<file path="src/rtl/gpio_fast_pkg.sv">
package gpio_fast_pkg;

    // Byte distance between consecutive port banks, as a bit position.
    localparam int STRIDE_LSB = 6;

    typedef enum logic [2:0] {
        K_OUT  = 3'd0,
        K_SET  = 3'd1,
        K_CLR  = 3'd2,
        K_TOG  = 3'd3,
        K_IN   = 3'd4,
        K_DIR  = 3'd5,
        K_NONE = 3'd7
    } reg_kind_e;

    typedef struct packed {
        logic      hit;   // legal access for this direction
        reg_kind_e kind;  // register addressed inside the bank
    } dec_s;

    // Offset inside a bank -> register kind. Misaligned offsets miss.
    function automatic reg_kind_e kind_of(input logic [STRIDE_LSB-1:0] off);
        case (off)
            6'h00:   kind_of = K_OUT;
            6'h04:   kind_of = K_SET;
            6'h08:   kind_of = K_CLR;
            6'h0C:   kind_of = K_TOG;
            6'h10:   kind_of = K_IN;
            6'h14:   kind_of = K_DIR;
            default: kind_of = K_NONE;
        endcase
    endfunction

    function automatic logic is_strobe(input reg_kind_e k);
        is_strobe = (k == K_SET) || (k == K_CLR) || (k == K_TOG);
    endfunction

endpackage

</file>
<file path="src/rtl/gpio_fast_decode.sv">
module gpio_fast_decode
    import gpio_fast_pkg::*;
#(
    parameter int NUM_PORTS = 2,
    parameter int ADDR_W    = 8
) (
    input  logic                         we,
    input  logic [ADDR_W-1:0]            addr,
    output dec_s                         dec,
    output logic [ADDR_W-STRIDE_LSB-1:0] slot
);
    localparam int SLOT_W = ADDR_W - STRIDE_LSB;
    localparam logic [SLOT_W:0] PORTS_L = (SLOT_W+1)'(NUM_PORTS);

    reg_kind_e kind;
    logic      slot_ok;

    always_comb begin
        slot    = addr[ADDR_W-1:STRIDE_LSB];
        kind    = kind_of(addr[STRIDE_LSB-1:0]);
        slot_ok = ({1'b0, slot} < PORTS_L);
        dec.kind = kind;
        dec.hit  = slot_ok && (kind != K_NONE) && !(we && kind == K_IN);
    end

endmodule

</file>
<file path="src/rtl/gpio_fast_bus.sv">
module gpio_fast_bus (
    input  logic clk,
    input  logic rst,
    input  logic req,
    input  logic hit,
    output logic commit,
    output logic ready,
    output logic error
);
    logic err_pend_q;

    always_comb begin
        commit = req && hit && !err_pend_q;
        ready  = commit || err_pend_q;
        error  = err_pend_q;
    end

    always_ff @(posedge clk) begin
        if (rst) err_pend_q <= 1'b0;
        else     err_pend_q <= req && !hit && !err_pend_q;
    end

    // a legal request completes in its own cycle without error
    p_zero_wait_r9: assert property (@(posedge clk) disable iff (rst)
        (req && hit && !err_pend_q) |-> (ready && !error));

    // a bad request waits one cycle, then finishes with error
    p_err_wait_r10: assert property (@(posedge clk) disable iff (rst)
        (req && !hit && !err_pend_q) |-> !ready);
    p_err_done_r10: assert property (@(posedge clk) disable iff (rst)
        (req && !hit && !err_pend_q) |=> (ready && error));
    p_err_single_r10: assert property (@(posedge clk) disable iff (rst)
        error |=> !error);

endmodule

</file>
<file path="src/rtl/gpio_fast_port.sv">
module gpio_fast_port
    import gpio_fast_pkg::*;
#(
    parameter int PORT_W = 32
) (
    input  logic              clk,
    input  logic              rst,
    input  logic              wr_en,
    input  reg_kind_e         kind,
    input  logic [PORT_W-1:0] wdata,
    input  logic [PORT_W-1:0] pin_in,
    output logic [PORT_W-1:0] out_q,
    output logic [PORT_W-1:0] dir_q,
    output logic [PORT_W-1:0] in_q
);
    logic [PORT_W-1:0] meta_q;

    always_ff @(posedge clk) begin
        if (rst) begin
            out_q <= '0;
            dir_q <= '0;
        end else if (wr_en) begin
            case (kind)
                K_OUT:   out_q <= wdata;
                K_SET:   out_q <= out_q | wdata;
                K_CLR:   out_q <= out_q & ~wdata;
                K_TOG:   out_q <= out_q ^ wdata;
                K_DIR:   dir_q <= wdata;
                default: ;
            endcase
        end
    end

    always_ff @(posedge clk) begin
        if (rst) begin
            meta_q <= '0;
            in_q   <= '0;
        end else begin
            meta_q <= pin_in;
            in_q   <= meta_q;
        end
    end

    p_set_r3: assert property (@(posedge clk) disable iff (rst)
        (wr_en && kind == K_SET) |=> ((out_q & $past(wdata)) == $past(wdata)));
    p_clear_r4: assert property (@(posedge clk) disable iff (rst)
        (wr_en && kind == K_CLR) |=> ((out_q & $past(wdata)) == '0));
    p_toggle_r5: assert property (@(posedge clk) disable iff (rst)
        (wr_en && kind == K_TOG) |=> (out_q == ($past(out_q) ^ $past(wdata))));
    p_hold_r10: assert property (@(posedge clk) disable iff (rst)
        !wr_en |=> ($stable(out_q) && $stable(dir_q)));

endmodule

</file>
<file path="src/rtl/gpio_fast_regport.sv">
module gpio_fast_regport
    import gpio_fast_pkg::*;
#(
    parameter int NUM_PORTS = 2,
    parameter int PORT_W    = 32,
    parameter int ADDR_W    = 8
) (
    input  logic                        clk,
    input  logic                        rst,
    input  logic                        bus_req,
    input  logic                        bus_we,
    input  logic [ADDR_W-1:0]           bus_addr,
    input  logic [PORT_W-1:0]           bus_wdata,
    output logic [PORT_W-1:0]           bus_rdata,
    output logic                        bus_ready,
    output logic                        bus_error,
    input  logic [NUM_PORTS*PORT_W-1:0] pin_in,
    output logic [NUM_PORTS*PORT_W-1:0] pin_out,
    output logic [NUM_PORTS*PORT_W-1:0] pin_oe
);
    localparam int SLOT_W = ADDR_W - STRIDE_LSB;

    dec_s              dec;
    logic [SLOT_W-1:0] slot;
    logic              commit;

    logic [PORT_W-1:0] out_a [NUM_PORTS];
    logic [PORT_W-1:0] dir_a [NUM_PORTS];
    logic [PORT_W-1:0] in_a  [NUM_PORTS];

    gpio_fast_decode #(.NUM_PORTS(NUM_PORTS), .ADDR_W(ADDR_W)) i_dec (
        .we   (bus_we),
        .addr (bus_addr),
        .dec  (dec),
        .slot (slot)
    );

    gpio_fast_bus i_bus (
        .clk    (clk),
        .rst    (rst),
        .req    (bus_req),
        .hit    (dec.hit),
        .commit (commit),
        .ready  (bus_ready),
        .error  (bus_error)
    );

    for (genvar p = 0; p < NUM_PORTS; p++) begin : g_port
        logic wr_en;
        assign wr_en = commit && bus_we && (slot == SLOT_W'(p));

        gpio_fast_port #(.PORT_W(PORT_W)) i_port (
            .clk    (clk),
            .rst    (rst),
            .wr_en  (wr_en),
            .kind   (dec.kind),
            .wdata  (bus_wdata),
            .pin_in (pin_in[p*PORT_W +: PORT_W]),
            .out_q  (out_a[p]),
            .dir_q  (dir_a[p]),
            .in_q   (in_a[p])
        );

        assign pin_out[p*PORT_W +: PORT_W] = out_a[p];
        assign pin_oe [p*PORT_W +: PORT_W] = dir_a[p];
    end

    always_comb begin
        bus_rdata = '0;
        if (commit && !bus_we) begin
            for (int p = 0; p < NUM_PORTS; p++) begin
                if (slot == SLOT_W'(p)) begin
                    case (dec.kind)
                        K_OUT:   bus_rdata = out_a[p];
                        K_IN:    bus_rdata = in_a[p];
                        K_DIR:   bus_rdata = dir_a[p];
                        default: bus_rdata = '0;
                    endcase
                end
            end
        end
    end

    // strobe reads return zero
    p_strobe_rd_zero_r6: assert property (@(posedge clk) disable iff (rst)
        (bus_ready && !bus_we && !bus_error && is_strobe(dec.kind)) |-> (bus_rdata == '0));
    // an error completion carries no data
    p_err_no_data_r10: assert property (@(posedge clk) disable iff (rst)
        bus_error |-> (bus_rdata == '0));
    // reading port 0 output value shows the driven pad data
    p_rd_out_r2: assert property (@(posedge clk) disable iff (rst)
        (commit && !bus_we && dec.kind == K_OUT && slot == '0)
            |-> (bus_rdata == pin_out[PORT_W-1:0]));

endmodule

</file>
<file path="config.mk">
export PLATFORM = sky130hd
export DESIGN_NAME = gpio_fast_regport
export DESIGN_NICKNAME = d
export VERILOG_FILES = /design/src/rtl/gpio_fast_pkg.sv /design/src/rtl/gpio_fast_decode.sv /design/src/rtl/gpio_fast_bus.sv /design/src/rtl/gpio_fast_port.sv /design/src/rtl/gpio_fast_regport.sv
export SDC_FILE = /design/constraint.sdc
export NUM_CORES = 1
export LEC_CHECK = 0
export BUFFER_PORTS_ARGS = -buffer_cell sky130_fd_sc_hd__buf_2
export CORE_ASPECT_RATIO = 1.2
export CORE_MARGIN = 2
export CORE_UTILIZATION = 56
export CTS_CLUSTER_SIZE = 30
export DETAILED_ROUTE_END_ITERATION = 7
export PLACE_DENSITY_LB_ADDON = 0.08
export SYNTH_ARGS = -nofsm -noshare
export SYNTH_HDL_FRONTEND = slang
export SYNTH_SLANG_ARGS = --single-unit
</file>
<file path="constraint.sdc">
create_clock -name clk -period 2.1 [get_ports clk]
set_input_delay 0.21 -clock clk [delete_from_list [all_inputs] [get_ports clk]]
set_output_delay 0.21 -clock clk [all_outputs]
set_load 0.03 [all_outputs]
</file>
==> run summary, run 1 <==
Outcome - finished with violations
Failing checks - design-rule violations, negative setup slack
Share of cells above drive strength 1 - 26.51%
WL final - 41,400 um
Static Leakage - 7.653 nW
Die Y - 172 um
FFs w/ async S/R, synth - 0%
DP Wirelength - 28,130 um
Site Rows - 61
Initial core utilization - 56.96%
Main synth FF type - dfxtp_1
CP Capture Type - output port
Final-stage net count - 1,989
Worst Path Max Fanout - 7
Final Util - 77.01%
Worst path depth - 8
WP buf/inv - 4
P&R area growth vs syn - 35.21%
Synth cell types - 44
DRC - 24
Crit path arrival time - 2.09 ns
Largest net degree at the start of global routing - 78
# IOs - 270
Register-to-Register Path Depth - 7
First-pass GRT wire length - 64,070 um
Total GRT Usage - 32.79%
Vias per cell - 5.806
Max-Cap Viols - 0
Final hold viol count - 0
# port buffers - 269
CP cell instances - nand2b_4 > nor3_4 > o211ai_1 > buf_4 > buf_12 > buf_6 > nor3_4 > buf_6
Die W - 144 um
Vias - 12,140
Post-synth EDFFs - 0
RSZ-0062 raised after global routing - yes
Vias in the first global route - 11,600
ANT nets after route - 0
Clk_lat worst skew - 0.55 ns
Final Setup Violations - 32
Fin crit period - 2.296 ns
Placed insts - 1,955
Core ar. - 0.02313 mm2
CTS H-tree depth - 1
Full die area - 0.02477 mm2
GRT overflow - 0
Syn Area/Cell - 9.322 um2
Synth Register Bits - 257
Clock-pin slew on the worst setup and hold paths - 0.06 ns
GP Congestion - 0.8649
Wire length per cell - 19.80 um
Setup TNS - -4.340 ns
Worst setup SP type - register
Total power - 11.77 mW
Worst min path class - in -> reg
Area share of the largest cell type after synthesis - 39.06%
PnR worst setup slack - -0.1965 ns
Post-Syn Nets - 1,649
Slowest CP cell - dfxtp_2
Initial DRC Count - 1,133
Family with the most delay on the worst path - buffers and inverters
Hold path cells - 3
Top cells by count, synth - dfxtp_1, nor2b_1, ha_1, nand2b_1, inv_1
Worst slew pin tran - 0.7026 ns
Worst IR drop on VDD - 0.7362 mV
Clock tree sinks - 257
CP Data Required Time - 1.89 ns
Mapped cell area - 0.01317 mm2
Post-synthesis sequential area ratio - 39.06%
Cts bufs inserted - 27
Post-Syn Instances - 1,413
Clk buf depth - 3
Initial antenna violation count - 3
Slowest cell delay on critical path - 0.32 ns
Post-synth top area cell - dfxtp_1
WHS - 0.01328 ns
Final max-slew violation count - 0
Kind of critical path - reg -> out
Clock root buffer - clkbuf_16
Slew margin rel. - 53.11%
Period utilization - 109.4%
Pwr per Cell Area - 660.9 mW/mm2
Finished Layout Cells - 2,091
CTS tree - yes
Top post-synthesis cells by area - dfxtp_1, ha_1, nor2b_1
Total of warnings raised by yosys - 0
Most frequent cell after synthesis - dfxtp_1
Worst clock skew - 0.02352 ns
TritonRoute pass-1 iters - 8
Max frequency - 0.4355 GHz
## routing by layer
layer,part of all wire [%],GRT usage [%],vias up,wire (um)
li1,-,-,5678,-
met1,42,45.42,5752,17410
met2,46,52.38,613,19050
met3,8.7,4.902,98,3587
met4,3.3,11.17,0,1354
met5,0,0,-,0
## power by group
group          total [mW]  internal [mW]  switching (mW)
clock                5.61           3.57            2.03
combinational        1.14          0.524           0.612
sequential           5.03           4.99          0.0359
total                11.8           9.09            2.68
## placed cells by master (no fill, tap or decap), drive strengths merged, types with 2 or more instances in the layout
master       count
buf            350
dfxtp          257
nor2b          130
ha             128
nand2b          99
inv             98
a211oi          80
dlygate4sd3     78
nor2            72
o21ai           70
nand2           69
mux2i           64
a222oi          62
a221oi          42
clkbuf          33
a22o            27
a22oi           19
a21oi           18
mux2            16
nor3            16
bufinv           9
nor4             5
clkinvlp         4
diode            3
and2             3
clkinv           3
mux4             2
a311oi           2
and4             2
and3b            2
## timing repair
item	4_1_cts	5_1_grt
hold endpoints to repair	86	0
pin swaps	5	1
gates resized for setup	76	2
setup buffers	5	1
endpoints found under the setup margin	32	32
cloned	2	0
hold buffers	78	0
## worst min-delay path: stages
cell	delay, ns
buf_2	0.13
nand2b_1	0.09
mux2i_1	0.07
## area by class of cell
type | count | area (um2)
multi-input cells | 941 | 7635
fillers | 1574 | 5316
flip-flops and latches | 257 | 5146
repair buffers | 429 | 3207
clock buffers | 32 | 724.4
well taps | 315 | 394.1
inverters | 97 | 364.1
clock inverters | 17 | 331.6
diodes | 3 | 7.507
## cell families after synthesis
kind of cell / after synthesis / share of synthesized area [%]
adders and majority gates: 128 / 12.16
and+or+nand+nor: 408 / 17.27
buffers and inverters: 215 / 6.336
DFF: 257 / 39.06
AOI/OAI and AO/OA: 323 / 18.60
muxes: 82 / 6.573
## registers in the layout, indices dropped and copies added, names as in the netlist
signal	cells
g_port.i_port.dir_q	64
g_port.i_port.in_q	64
g_port.i_port.meta_q	64
g_port.i_port.out_q	64
i_bus.error	1
## stage by stage
stage	setup slack, ns	cell area, um2
2_1_floorplan	-0.03363	13600
4_1_cts	-0.2015	17810
3_3_place_gp	-0.2487	15680
5_1_grt	-0.2756	17810
6_report	-0.1965	17810
3_5_place_dp	-0.2672	15680
## final timing paths
| check | start | endpoint | slack (ns) |
|---|---|---|---|
| worst max-delay path | i_bus.error$_SDFF_PP0_ | bus_rdata[5] | -0.20 |
| worst min-delay path | bus_wdata[23] | g_port[1].i_port.dir_q[23]$_SDFFE_PP0P_ | 0.01 |
| worst max register to register | i_bus.error$_SDFF_PP0_ | g_port[1].i_port.out_q[10]$_SDFFE_PP0P_ | 0.30 |
| worst min register to register | g_port[1].i_port.meta_q[3]$_SDFF_PP0_ | g_port[1].i_port.in_q[3]$_SDFF_PP0_ | 0.43 |
Note: power is estimated with default switching activity, not from simulation.
==> run 2, diff against run 1 <==
Settings changed: CAP_MARGIN set to 25, SYNTH_HIERARCHICAL set to 1.
==> run 2 against run 1 <==
Net effect:
- the flow finishes with violations (negative setup slack)
- clock skew is 0.0030 ns lower
- flip-flop and latch count stayed put
- worst setup slack worse by 0.062 ns
- critical endpoint is now bus_rdata[0]
- count of clock-buffer cells in the layout is 1 higher
- critical path type unchanged
- utilization is 1.2 points higher
- non-clock buffer count is 79 higher
- sequential power hardly changed
==> run summary, run 2 <==
Clock-pin slew on the worst setup and hold paths - 0.07 ns
Period utilization - 112.3%
Final Setup Violations - 32
Post-Syn Nets - 1,666
Post-Syn Instances - 1,430
Outcome - finished with violations
First-pass GRT wire length - 69,260 um
GP Congestion - 0.9349
Syn Area/Cell - 9.485 um2
CTS tree - yes
CTS H-tree depth - 1
Crit path arrival time - 2.15 ns
Worst slew pin tran - 0.5775 ns
ANT nets after route - 0
Worst setup SP type - register
Worst Setup EP - bus_rdata[0]
Core ar. - 0.02389 mm2
P&R area growth vs syn - 37.72%
Initial antenna violation count - 0
Static Leakage - 8.847 nW
Crit path from - i_bus/error$_SDFF_PP0_
Vias in the first global route - 12,490
Site Rows - 62
Worst Path Max Fanout - 6
Clk buf depth - 3
Clk_lat worst skew - 0.55 ns
Reg2Reg Setup Slack - 0.08 ns
# port buffers - 269
Worst min path class - in -> reg
Worst IR drop on VDD - 0.7331 mV
Final hold viol count - 0
Post-synth EDFFs - 0
Post-synthesis sequential area ratio - 37.93%
Slew margin rel. - 61.50%
Worst clock skew - 0.02049 ns
Final-stage net count - 2,083
Worst r2r src - i_bus/error$_SDFF_PP0_
Cts bufs inserted - 26
Antenna diode count - 0
CP Data Required Time - 1.89 ns
Vias per cell - 5.721
CP Capture Type - output port
GRT overflow - 0
FFs w/ async S/R, synth - 0%
Area share of the largest cell type after synthesis - 37.93%
Mapped cell area - 0.01356 mm2
Fin crit period - 2.358 ns
Total of warnings raised by yosys - 6
Wire length per cell - 20.96 um
WL final - 45,780 um
Total GRT Usage - 34.69%
Die W - 146.1 um
TritonRoute pass-1 iters - 5
Die Y - 174.5 um
Final Util - 78.18%
Vias - 12,490
DP Area - 0.01652 mm2
Commonest non-fill, non-tap cell in the layout - dfxtp_1
Max-Cap Viols - 0
Finished Cell Area - 0.01868 mm2
Initial core utilization - 56.77%
R2r endpoint - g_port[0].i_port/out_q[16]$_SDFFE_PP0P_
Pwr per Cell Area - 585.9 mW/mm2
Top post-synthesis cells by area - dfxtp_1, ha_1, a221oi_2
Synth Register Bits - 257
Register-to-Register Path Depth - 7
Failing checks - negative setup slack
Max frequency - 0.4241 GHz
Top cells by count, synth - dfxtp_1, nand2_1, nor2b_1, inv_1, ha_1
Kind of critical path - reg -> out
Share of cells above drive strength 1 - 32.99%
FILL cells - 1,668
# IOs - 270
DP Wirelength - 31,740 um
Clock tree sinks - 257
Final max-slew violation count - 0
Main synth FF type - dfxtp_1
Full die area - 0.02549 mm2
Most frequent cell after synthesis - dfxtp_1
Synth cell types - 41
DRC - 0
Initial DRC Count - 775
Clock root buffer - clkbuf_16
Largest net degree at the start of global routing - 111
PnR worst setup slack - -0.2581 ns
RSZ-0062 raised after global routing - yes
Post-synth top area cell - dfxtp_1
Most frequent cells in the layout - dfxtp_1, buf_2, nand2_1
[run 2: stage by stage]
stage | hold WS (ns) | setup slack [ns] | power, mW | setup TNS, ns | cells
finish | 0.01594 | -0.2581 | 10.95 | -6.099 | 2184
global route | 0.01244 | -0.3389 | 11.29 | -8.310 | 2184
CTS | 0.0001766 | -0.3045 | 10.98 | -5.865 | 2183
detailed placement | 0.4217 | -0.4885 | 6.154 | -27.52 | 2039
global placement | 0.4178 | -0.4025 | 6.120 | -22.15 | 2039
floorplan | 0.2835 | -0.04841 | 5.687 | -0.1027 | 1430
[run 2: logic make-up (layout without fill, tap and decap cells)]
logic type	Yosys count	in the layout	synth area share, %
and+or+nand+nor	388	388	14.95
AOI/OAI and AO/OA	302	302	19.25
DFF	257	257	37.93
buffers and inverters	250	684	7.933
adders and majority gates	128	128	11.81
muxes	105	105	8.127
[run 2: report_power, final]
group	total [mW]	switching [mW]	leakage (nW)	internal, mW
sequential	5.03	0.0426	2.10	4.99
clock	4.72	1.98	0.420	2.75
combinational	1.19	0.654	6.33	0.536
[run 2: final cells by class]
class	count	area, um2	area share [%]
clock buffers	33	708.2	3.791
clock inverters	12	141.4	0.7569
inverters	131	491.7	2.632
multi-input cells	923	7885	42.21
flip-flops and latches	257	5146	27.55
well taps	320	400.4	2.143
repair buffers	508	3908	20.92
[run 2: worst min path at each step]
| stage | start | endpoint | slack, ns | cells past startpoint |
|---|---|---|---|---|
| finish | bus_wdata[30] | g_port[1].i_port/dir_q[30]$_SDFFE_PP0P_ | 0.02 | 3 |
| global route | rst | g_port[0].i_port/dir_q[30]$_SDFFE_PP0P_ | 0.01 | 2 |
| detailed placement | pin_in[9] | g_port[0].i_port/meta_q[9]$_SDFF_PP0_ | 0.42 | 2 |
| floorplan | rst | i_bus/error$_SDFF_PP0_ | 0.28 | 1 |
| CTS | bus_wdata[30] | g_port[1].i_port/dir_q[30]$_SDFFE_PP0P_ | 0.0002 | 3 |
| global placement | g_port[0].i_port/meta_q[8]$_SDFF_PP0_ | g_port[0].i_port/in_q[8]$_SDFF_PP0_ | 0.42 | 1 |
[run 2: critical path, cell delays in order, from the launching register on]
cell,delay (ns)
dfxtp_2,0.32
and3b_2,0.24
nor4b_4,0.18
buf_4,0.15
o21ai_4,0.11
buf_4,0.16
buf_6,0.13
nor3_4,0.14
buf_6,0.17
[run 2: routing by layer]
layer | share of wire (%) | up-vias | global-route usage [%]
li1 | - | 5799 | -
met1 | 38 | 6007 | 41.25
met2 | 48 | 546 | 58.27
met3 | 7.5 | 142 | 6.142
met4 | 6.6 | 0 | 21.36
met5 | 0 | - | 0
[run 2: repair_timing]
action,CTS,global route
pin swaps,1,5
cloned,1,0
endpoints found under the setup margin,32,32
hold buffers,96,0
gates resized for setup,72,15
setup buffers,2,1
hold endpoints to repair,123,0
==> run 3, diff against run 2 <==
Settings changed: CAP_MARGIN 25 to unset.
Clock period 2.1 ns to 2.2 ns, I/O delays scaled along.
==> run 3 against run 2 <==
Net effect:
- the run still ends with negative setup slack left
- count of clock-buffer cells in the layout up 3
- flip-flop and latch count unchanged
- global-route usage up 0.76 points
- clock skew down 0.011 ns
- cell count up 0.50%
- sequential share of layout area down 0.62 points
- via count up 2.5%
==> run summary, run 3 (synthesized netlist as in run 2, its figures left out) <==
Vias per cell - 5.833
Vias - 12,800
WL final - 47,490 um
P&R area growth vs syn - 40.86%
Worst clock skew - 0.009189 ns
Reg area - 0.005146 mm2
CP Data Required Time - 1.98 ns
Crit path arrival time - 2.24 ns
First-pass GRT wire length - 71,080 um
Core ar. - 0.02389 mm2
Worst IR drop on VDD - 0.6328 mV
Total GRT Usage - 35.45%
DP Wirelength - 31,110 um
Final max-slew violation count - 0
ANT nets after route - 0
GRT overflow - 0
Placed insts - 2,020
Fin crit period - 2.462 ns
Die Y - 174.5 um
Most frequent cells in the layout - dfxtp_1, buf_2, nand2_1
DRC - 0
Largest net degree at the start of global routing - 92
Wire length per cell - 21.63 um
# port buffers - 269
Outcome - finished with violations
Die W - 146.1 um
Kind of critical path - reg -> out
TritonRoute pass-1 iters - 5
Clock-pin slew on the worst setup and hold paths - 0.07 ns
Clock root buffer - clkbuf_16
Period utilization - 111.9%
PnR worst setup slack - -0.2617 ns
# IOs - 270
CTS H-tree depth - 1
Initial core utilization - 56.77%
Pwr per Cell Area - 569.4 mW/mm2
Clk_lat worst skew - 0.55 ns
Initial antenna violation count - 2
Worst min path class - in -> reg
Final-stage net count - 2,088
Slew margin rel. - 54.23%
FILL cells - 1,572
Footprint of the multi-input gates - 0.008077 mm2
CP Capture Type - output port
Finished Layout Cells - 2,195
Share of cells above drive strength 1 - 35.31%
Vias in the first global route - 12,650
Final Util - 79.97%
CTS tree - yes
Clock tree sinks - 257
Worst setup SP type - register
Initial DRC Count - 1,004
Max frequency - 0.4062 GHz
Final hold viol count - 0
Commonest non-fill, non-tap cell in the layout - dfxtp_1
Site Rows - 62
Full die area - 0.02549 mm2
Final Setup Violations - 32
Static Leakage - 9.160 nW
Max-Cap Viols - 0
Worst Path Max Fanout - 5
Clk buf depth - 3
Cts bufs inserted - 26
Worst slew pin tran - 0.6866 ns
Failing checks - negative setup slack
Setup TNS - -5.361 ns
RSZ-0062 raised after global routing - yes
GP Congestion - 0.9413
run 3: layout make-up:
type / instances / share of cell area, %
multi-input combinational: 926 / 42.27
sequential: 257 / 26.93
timing repair buffer: 510 / 21.12
clock buffer: 36 / 3.922
inverter: 131 / 2.574
tap: 320 / 2.095
clock inverter: 12 / 1.041
antenna: 3 / 0.03929
run 3: worst max-delay path, stage by stage, from the launching register on:
cell	delay, ns
dfxtp_2	0.33
and3b_2	0.24
nor4b_4	0.21
buf_6	0.17
o21ai_4	0.15
buf_6	0.18
a211oi_2	0.22
buf_4	0.20
run 3: metal layers:
metal	wire length [um]	vias to the layer above	track usage, %	share of wire, %
met4	3193	2	21.24	6.7
met2	22490	696	59.67	47
met1	17560	6102	42.15	37
li1	-	5827	-	-
met5	10	-	0	0.021
met3	4234	177	6.509	8.9
run 3: path summary, 6_finish.rpt:
path / start / endpoint / slack (ns) / cells past startpoint
max: i_bus/error$_SDFF_PP0_ / bus_rdata[11] / -0.26 / 7
min: bus_wdata[16] / g_port[0].i_port/dir_q[16]$_SDFFE_PP0P_ / 0.009 / 3
max reg2reg: i_bus/error$_SDFF_PP0_ / g_port[1].i_port/out_q[27]$_SDFFE_PP0P_ / 0.08 / 9
min reg2reg: g_port[1].i_port/meta_q[12]$_SDFF_PP0_ / g_port[1].i_port/in_q[12]$_SDFF_PP0_ / 0.43 / 1
run 3: repair_timing:
item	in CTS	in global routing
cloned	7	2
hold buffers	93	0
endpoints found under the hold margin	115	0
setup endpoints to repair	32	61
pin swaps	7	19
setup buffers	9	18
gates resized for setup	102	49
run 3: power breakdown:
part | switching (mW) | leakage (nW) | internal [mW]
logic | 0.631 | 6.60 | 0.513
clock network | 1.96 | 0.462 | 2.97
registers | 0.0367 | 2.10 | 4.76
total | 2.63 | 9.16 | 8.25
run 3: stage by stage:
stage,area [um2],power [mW],hold slack [ns],worst slack (ns)
detailed placement,16170,5.822,0.4218,-0.4718
finish,19110,10.88,0.009250,-0.2617
global placement,16170,5.797,0.4172,-0.4475
CTS,18690,10.85,0.0006330,-0.2178
floorplan,13730,5.408,0.2935,-0.2339
global route,19100,11.18,0.001414,-0.3057
